File: src/rtl/tmr_pkg.sv
package tmr_pkg;
  localparam int unsigned ADDR_W = 2;

  localparam logic [ADDR_W-1:0] ADDR_MASK   = 2'd0;
  localparam logic [ADDR_W-1:0] ADDR_FLAG   = 2'd1;
  localparam logic [ADDR_W-1:0] ADDR_CNT_HI = 2'd2;
  localparam logic [ADDR_W-1:0] ADDR_CNT_LO = 2'd3;

  typedef enum logic [1:0] {
    PSC_DIV1  = 2'b00,
    PSC_DIV4  = 2'b01,
    PSC_DIV8  = 2'b10,
    PSC_DIV16 = 2'b11
  } psc_code_e;

  // log2 of the divide ratio for each code
  function automatic int unsigned psc_shift(input psc_code_e code);
    case (code)
      PSC_DIV1:  return 0;
      PSC_DIV4:  return 2;
      PSC_DIV8:  return 3;
      default:   return 4;
    endcase
  endfunction
endpackage

File: src/rtl/tmr_prescaler.sv
module tmr_prescaler
  import tmr_pkg::*;
#(
  parameter int unsigned PSC_W = 4
) (
  input  logic      clk_i,
  input  logic      rst_ni,
  input  logic      eclk_en_i,
  input  psc_code_e code_i,
  output logic      tick_o
);
  logic [PSC_W-1:0] psc_q;
  logic [PSC_W-1:0] mask;

  always_comb begin
    mask = '0;
    for (int i = 0; i < PSC_W; i++) begin
      if (i < int'(psc_shift(code_i))) mask[i] = 1'b1;
    end
  end

  always_ff @(posedge clk_i or negedge rst_ni) begin
    if (!rst_ni)        psc_q <= '0;
    else if (eclk_en_i) psc_q <= psc_q + 1'b1;
  end

  assign tick_o = eclk_en_i && ((psc_q & mask) == mask);


  tick_needs_strobe_chk: assert property (@(posedge clk_i) disable iff (!rst_ni)
    tick_o |-> eclk_en_i);
endmodule

File: src/rtl/tmr_counter.sv
module tmr_counter #(
  parameter int unsigned CNT_W = 16
) (
  input  logic             clk_i,
  input  logic             rst_ni,
  input  logic             tick_i,
  output logic [CNT_W-1:0] cnt_o,
  output logic             wrap_o
);
  logic [CNT_W-1:0] cnt_q;

  always_ff @(posedge clk_i or negedge rst_ni) begin
    if (!rst_ni)     cnt_q <= '0;
    else if (tick_i) cnt_q <= cnt_q + 1'b1;
  end

  assign cnt_o  = cnt_q;
  assign wrap_o = tick_i && (&cnt_q);


  hold_without_tick_chk: assert property (@(posedge clk_i) disable iff (!rst_ni)
    !tick_i |=> $stable(cnt_q));

  step_on_tick_chk: assert property (@(posedge clk_i) disable iff (!rst_ni)
    tick_i |=> cnt_q == $past(cnt_q) + 1'b1);

  wrap_to_zero_chk: assert property (@(posedge clk_i) disable iff (!rst_ni)
    wrap_o |=> cnt_q == '0);
endmodule

File: src/rtl/tmr_ctrl.sv
module tmr_ctrl
  import tmr_pkg::*;
#(
  parameter int unsigned WIN_LEN = 64
) (
  input  logic      clk_i,
  input  logic      rst_ni,
  input  logic      eclk_en_i,
  input  logic      mask_wr_i,
  input  logic      toi_wdata_i,
  input  logic [1:0] psc_wdata_i,
  output logic      toi_o,
  output psc_code_e code_o
);
  localparam int unsigned WIN_W = $clog2(WIN_LEN + 1);

  logic [WIN_W-1:0] win_q;
  logic             locked_q;
  logic             win_open;
  psc_code_e        code_q;
  logic             toi_q;

  assign win_open = win_q < WIN_W'(WIN_LEN);

  always_ff @(posedge clk_i or negedge rst_ni) begin
    if (!rst_ni)                     win_q <= '0;
    else if (eclk_en_i && win_open)  win_q <= win_q + 1'b1;
  end

  // first mask write inside the window takes the code and closes it
  always_ff @(posedge clk_i or negedge rst_ni) begin
    if (!rst_ni) begin
      code_q   <= PSC_DIV1;
      locked_q <= 1'b0;
    end else if (mask_wr_i && win_open && !locked_q) begin
      code_q   <= psc_code_e'(psc_wdata_i);
      locked_q <= 1'b1;
    end
  end

  always_ff @(posedge clk_i or negedge rst_ni) begin
    if (!rst_ni)        toi_q <= 1'b0;
    else if (mask_wr_i) toi_q <= toi_wdata_i;
  end

  assign toi_o  = toi_q;
  assign code_o = code_q;


  code_frozen_after_lock_chk: assert property (@(posedge clk_i) disable iff (!rst_ni)
    locked_q |=> $stable(code_q));

  code_frozen_after_window_chk: assert property (@(posedge clk_i) disable iff (!rst_ni)
    !win_open |=> $stable(code_q));

  toi_follows_write_chk: assert property (@(posedge clk_i) disable iff (!rst_ni)
    mask_wr_i |=> toi_q == $past(toi_wdata_i));
endmodule

File: src/rtl/tmr_flag.sv
module tmr_flag (
  input  logic clk_i,
  input  logic rst_ni,
  input  logic wrap_i,
  input  logic clr_i,
  output logic tof_o
);
  logic tof_q;

  // hardware set has priority over software clear
  always_ff @(posedge clk_i or negedge rst_ni) begin
    if (!rst_ni)     tof_q <= 1'b0;
    else if (wrap_i) tof_q <= 1'b1;
    else if (clr_i)  tof_q <= 1'b0;
  end

  assign tof_o = tof_q;



  set_on_wrap_chk: assert property (@(posedge clk_i) disable iff (!rst_ni)
    wrap_i |=> tof_q);

  clear_on_write_chk: assert property (@(posedge clk_i) disable iff (!rst_ni)
    (clr_i && !wrap_i) |=> !tof_q);

  no_soft_set_chk: assert property (@(posedge clk_i) disable iff (!rst_ni)
    (!tof_q && !wrap_i) |=> !tof_q);
endmodule

File: src/rtl/tmr_free_run.sv
module tmr_free_run
  import tmr_pkg::*;
#(
  parameter int unsigned CNT_W   = 16,
  parameter int unsigned DATA_W  = 8,
  parameter int unsigned PSC_W   = 4,
  parameter int unsigned WIN_LEN = 64,
  parameter int unsigned TOF_BIT = 7,
  parameter int unsigned TOI_BIT = 7
) (
  input  logic              clk_i,
  input  logic              rst_ni,
  input  logic              eclk_en_i,
  input  logic              wr_en_i,
  input  logic [1:0]        addr_i,
  input  logic [DATA_W-1:0] wdata_i,
  output logic [DATA_W-1:0] rdata_o,
  output logic [CNT_W-1:0]  count_o,
  output logic              irq_o
);
  logic      tick;
  logic      wrap;
  logic      tof;
  logic      toi;
  logic      mask_wr;
  logic      flag_clr;
  psc_code_e code;
  logic [CNT_W-1:0] cnt;

  assign mask_wr  = wr_en_i && (addr_i == ADDR_MASK);
  assign flag_clr = wr_en_i && (addr_i == ADDR_FLAG) && wdata_i[TOF_BIT];

  tmr_ctrl #(.WIN_LEN(WIN_LEN)) u_ctrl (
    .clk_i       (clk_i),
    .rst_ni      (rst_ni),
    .eclk_en_i   (eclk_en_i),
    .mask_wr_i   (mask_wr),
    .toi_wdata_i (wdata_i[TOI_BIT]),
    .psc_wdata_i (wdata_i[1:0]),
    .toi_o       (toi),
    .code_o      (code)
  );

  tmr_prescaler #(.PSC_W(PSC_W)) u_psc (
    .clk_i     (clk_i),
    .rst_ni    (rst_ni),
    .eclk_en_i (eclk_en_i),
    .code_i    (code),
    .tick_o    (tick)
  );

  tmr_counter #(.CNT_W(CNT_W)) u_cnt (
    .clk_i  (clk_i),
    .rst_ni (rst_ni),
    .tick_i (tick),
    .cnt_o  (cnt),
    .wrap_o (wrap)
  );

  tmr_flag u_flag (
    .clk_i  (clk_i),
    .rst_ni (rst_ni),
    .wrap_i (wrap),
    .clr_i  (flag_clr),
    .tof_o  (tof)
  );

  always_comb begin
    rdata_o = '0;
    case (addr_i)
      ADDR_MASK: begin
        rdata_o[TOI_BIT] = toi;
        rdata_o[1:0]     = code;
      end
      ADDR_FLAG:   rdata_o[TOF_BIT] = tof;
      ADDR_CNT_HI: rdata_o = cnt[CNT_W-1 -: DATA_W];
      default:     rdata_o = cnt[DATA_W-1:0];
    endcase
  end

  assign count_o = cnt;
  assign irq_o   = tof && toi;


  irq_needs_enable_chk: assert property (@(posedge clk_i) disable iff (!rst_ni)
    irq_o |-> (toi && tof));

  count_write_ignored_chk: assert property (@(posedge clk_i) disable iff (!rst_ni)
    (wr_en_i && addr_i[1] && !tick) |=> $stable(count_o));
endmodule

File: config.mk
export PLATFORM = sky130hd
export DESIGN_NAME = tmr_free_run
export DESIGN_NICKNAME = d
export VERILOG_FILES = /design/src/rtl/tmr_pkg.sv /design/src/rtl/tmr_prescaler.sv /design/src/rtl/tmr_counter.sv /design/src/rtl/tmr_ctrl.sv /design/src/rtl/tmr_flag.sv /design/src/rtl/tmr_free_run.sv
export SDC_FILE = /design/constraint.sdc
export NUM_CORES = 1
export LEC_CHECK = 0
export BUFFER_PORTS_ARGS = -buffer_cell sky130_fd_sc_hd__buf_2
export CELL_PAD_IN_SITES_DETAIL_PLACEMENT = 2
export CELL_PAD_IN_SITES_GLOBAL_PLACEMENT = 2
export CORE_MARGIN = 2
export CORE_UTILIZATION = 36
export CTS_CLUSTER_DIAMETER = 60
export CTS_CLUSTER_SIZE = 10
export DETAILED_ROUTE_END_ITERATION = 7
export PLACE_DENSITY_LB_ADDON = 0.1
export REMOVE_ABC_BUFFERS = 1
export SYNTH_ARGS = -nofsm -noshare
export SYNTH_HDL_FRONTEND = slang
export SYNTH_SLANG_ARGS = --single-unit
export TNS_END_PERCENT = 100
File: constraint.sdc
create_clock -name clk_i -period 3 [get_ports clk_i]
set_clock_uncertainty 0.05 [all_clocks]
set_input_delay 0.3 -clock clk_i [delete_from_list [all_inputs] [get_ports clk_i]]
set_output_delay 0.3 -clock clk_i [all_outputs]
set_load 0.01 [all_outputs]
==> run metrics <==
drt total wl 3.94 mm; final cell count without fillers 224; CTS resizes 0; worst hold path type in2async; initial core utilization 0.373; first-pass GRT wire length 6.73 mm; worst path bufs/invs 1; Comb power frac 0.305; relative slew slack 0.490; die area 5070 µm²; CP max-delay cell dfrtp_1; Worst-path clk slew 0.07 ns; Crit path max-delay family flip-flops; TritonCTS clock tree built; Hold Vio Cnt, Final 0; Setup Viol. Count Final 0; DR pass1 iterations 2; Sinks on Clock Net 32; placed cell count 216; top-count cell post-synth dfrtp_1; nets@finish 188; Critical Path Sink Type primary output; Max H-tree Level 2; initial antenna violation count 0; hold_ws 0.0403 ns; input/output buffers 33; area grow syn2layout 17.5%; Max-Cap Viols 0; clk root buf clkbuf_8; Worst EP required 2.65 ns; setup bufs post-CTS 0; FF/Latch Area 801 µm²; status finished, final reports clean; Sw Share 0.360; overall global routing resource usage 0.172; ANT nets after route 0; ys flop type dfrtp_1; top cells by count, synth 32 x dfrtp_1, 19 x xnor2_1, 11 x nand4_1; Core Region 4350 µm²; RSZ-0062 raised after global routing no; layout cell share with drive strength beyond 1 0.285; area occupied by multi-input gates 781 µm²; crit path max fanout 6; Reg power frac 0.470; Pint 977 µW; Clk pwr share 0.225; largest net degree at the start of global routing 33; number of global-route vias before repair 1358; Power Dens Cells 800 nW/µm²; CP Launch Type flop; drt drc 0; Slew Limit Fails 0; Pleak 0.000890 µW; worst slew pin tran 0.765 ns; num rows 24; DR vias/cell 5.34; drt initial violations 32; GR Overflow Total 0; share of synthesized flip-flops with an asynchronous set or reset 1.00; worst path cell trace mux2_2 > a22o_1 > buf_2; Die X 71.2 µm; worst vdd ir 0.000353 V; antenna cells 0; r2r setup slk 1.32 ns; Total Power 1530 µW; EDFF count, synth 0; synthesis warning total 0; Cell Area, Synth 1630 µm²; hold buffer count at CTS 0; flops & latches, synth 32; distinct cell type count of the synthesized netlist 33; Clk Latency, worst-skew pair 0.28 ns; area leader, netlist dfrtp_1; Num CTS Buffers 5; Die Y 71.2 µm; fmax 0.576 GHz; slowest stage delay, CP 0.44 ns; Yosys top cell area share 0.493; Mapped Cells 137; CP arrival 1.39 ns; final period utilization 0.579; sequential share of the synthesized area 0.493; per-cell routed wire length 17.6 µm; io pins 39; routed vias 1196; Max clock buf depth 2; Fin Setup TNS 0 ns; FILL cells 475; Avg Cell Area, Syn 11.9 µm²; Synth area leaders dfrtp_1 49%, xnor2_1 10%, nand4_1 4.2%; Detail Placement HPWL 2.82 mm; fin crit period 1.74 ns; Switch Pwr 550 µW; WS Path Type reg2out; GPL Wtd Cong 0.744
==> registers in the layout (all words and copies together) (netlist names) <==
signal,count
u_flag.tof_o,1
u_psc.psc_q,4
u_ctrl.toi_o,1
u_ctrl.win_q,7
u_cnt.cnt_o,16
u_ctrl.locked_q,1
u_ctrl.code_o,2
==> metal layers <==
metal	wire length, µm	share of wire	up-vias	global-route usage
li1	-	-	550	-
met1	1760	0.45	610	0.224
met2	1950	0.50	29	0.282
met3	171	0.043	7	0.0370
met4	58	0.015	0	0.0608
met5	0	0	-	0
==> cell families after synthesis <==
family                     count (synthesis)  synth area share
AOI/OAI and AO/OA                          8            0.0531
xor gates and xnor gates                  23             0.124
and+or+nand+nor                           49             0.180
muxes                                     14             0.100
adders and majority gates                  3            0.0231
buffers and inverters                      8            0.0269
DFF                                       32             0.493
==> cell type report <==
cell class                 count  share of cell area
inverter                       2             0.00393
multi-input combinational     97               0.409
clock buffer                   8              0.0472
sequential                    32               0.419
timing repair buffer          33              0.0865
tap                           52              0.0341
==> cells in the final DEF, fill, tap and decap left out, types with 2 or more instances in the layout <==
cell type and count:
inv_1 2, nand2_1 10, a22o_1 2, ha_1 3, nand4_1 11, mux2_1 2
dfrtp_1 32, clkbuf_1 2, mux2_2 6, nor2_1 4, and4_1 2, xor2_1 4
xnor2_1 19, nand2b_1 2, clkbuf_8 6, nor2b_1 6, and3_1 5, nand3_1 3
buf_2 33, and2_1 2, mux2i_1 5
==> power by group through the flow <==
stage	sequential, µW	combinational [µW]	clock, µW
finish	718	465	344
global route	747	524	375
CTS	723	480	360
detailed placement	728	475	0
global placement	715	449	0
floorplan	707	314	0
==> per-stage QoR <==
step	util	area, µm²	setup slack, ns
2_1_floorplan	-	1590	1.55
3_3_place_gp	0.418	1820	1.26
3_5_place_dp	0.418	1820	1.24
4_1_cts	0.439	1910	1.25
5_1_grt	0.439	1910	1.21
6_report	0.439	1910	1.26
==> worst paths after layout <==
path,start,to,cells past startpoint
max reg2reg,u_psc.psc_q[0],u_cnt.cnt_o[9],4
min,rst_ni,u_ctrl.win_q[3],1
max in group asynchronous,rst_ni,u_cnt.cnt_o[7],1
min in group clk_i,wdata_i[1],u_ctrl.code_o[1],2
min reg2reg,u_ctrl.locked_q,u_ctrl.locked_q,1
max,u_cnt.cnt_o[9],rdata_o[1],3
==> worst reg2reg max path: cells and delay by family (launching register included) <==
kind	cells	cell delay, ns
flip-flops	1	0.45
XOR/XNOR	1	0.16
AND/OR/NAND/NOR	2	0.37
AO/OA/AOI/OAI	1	0.54
Power figures use the tool's default switching activity.
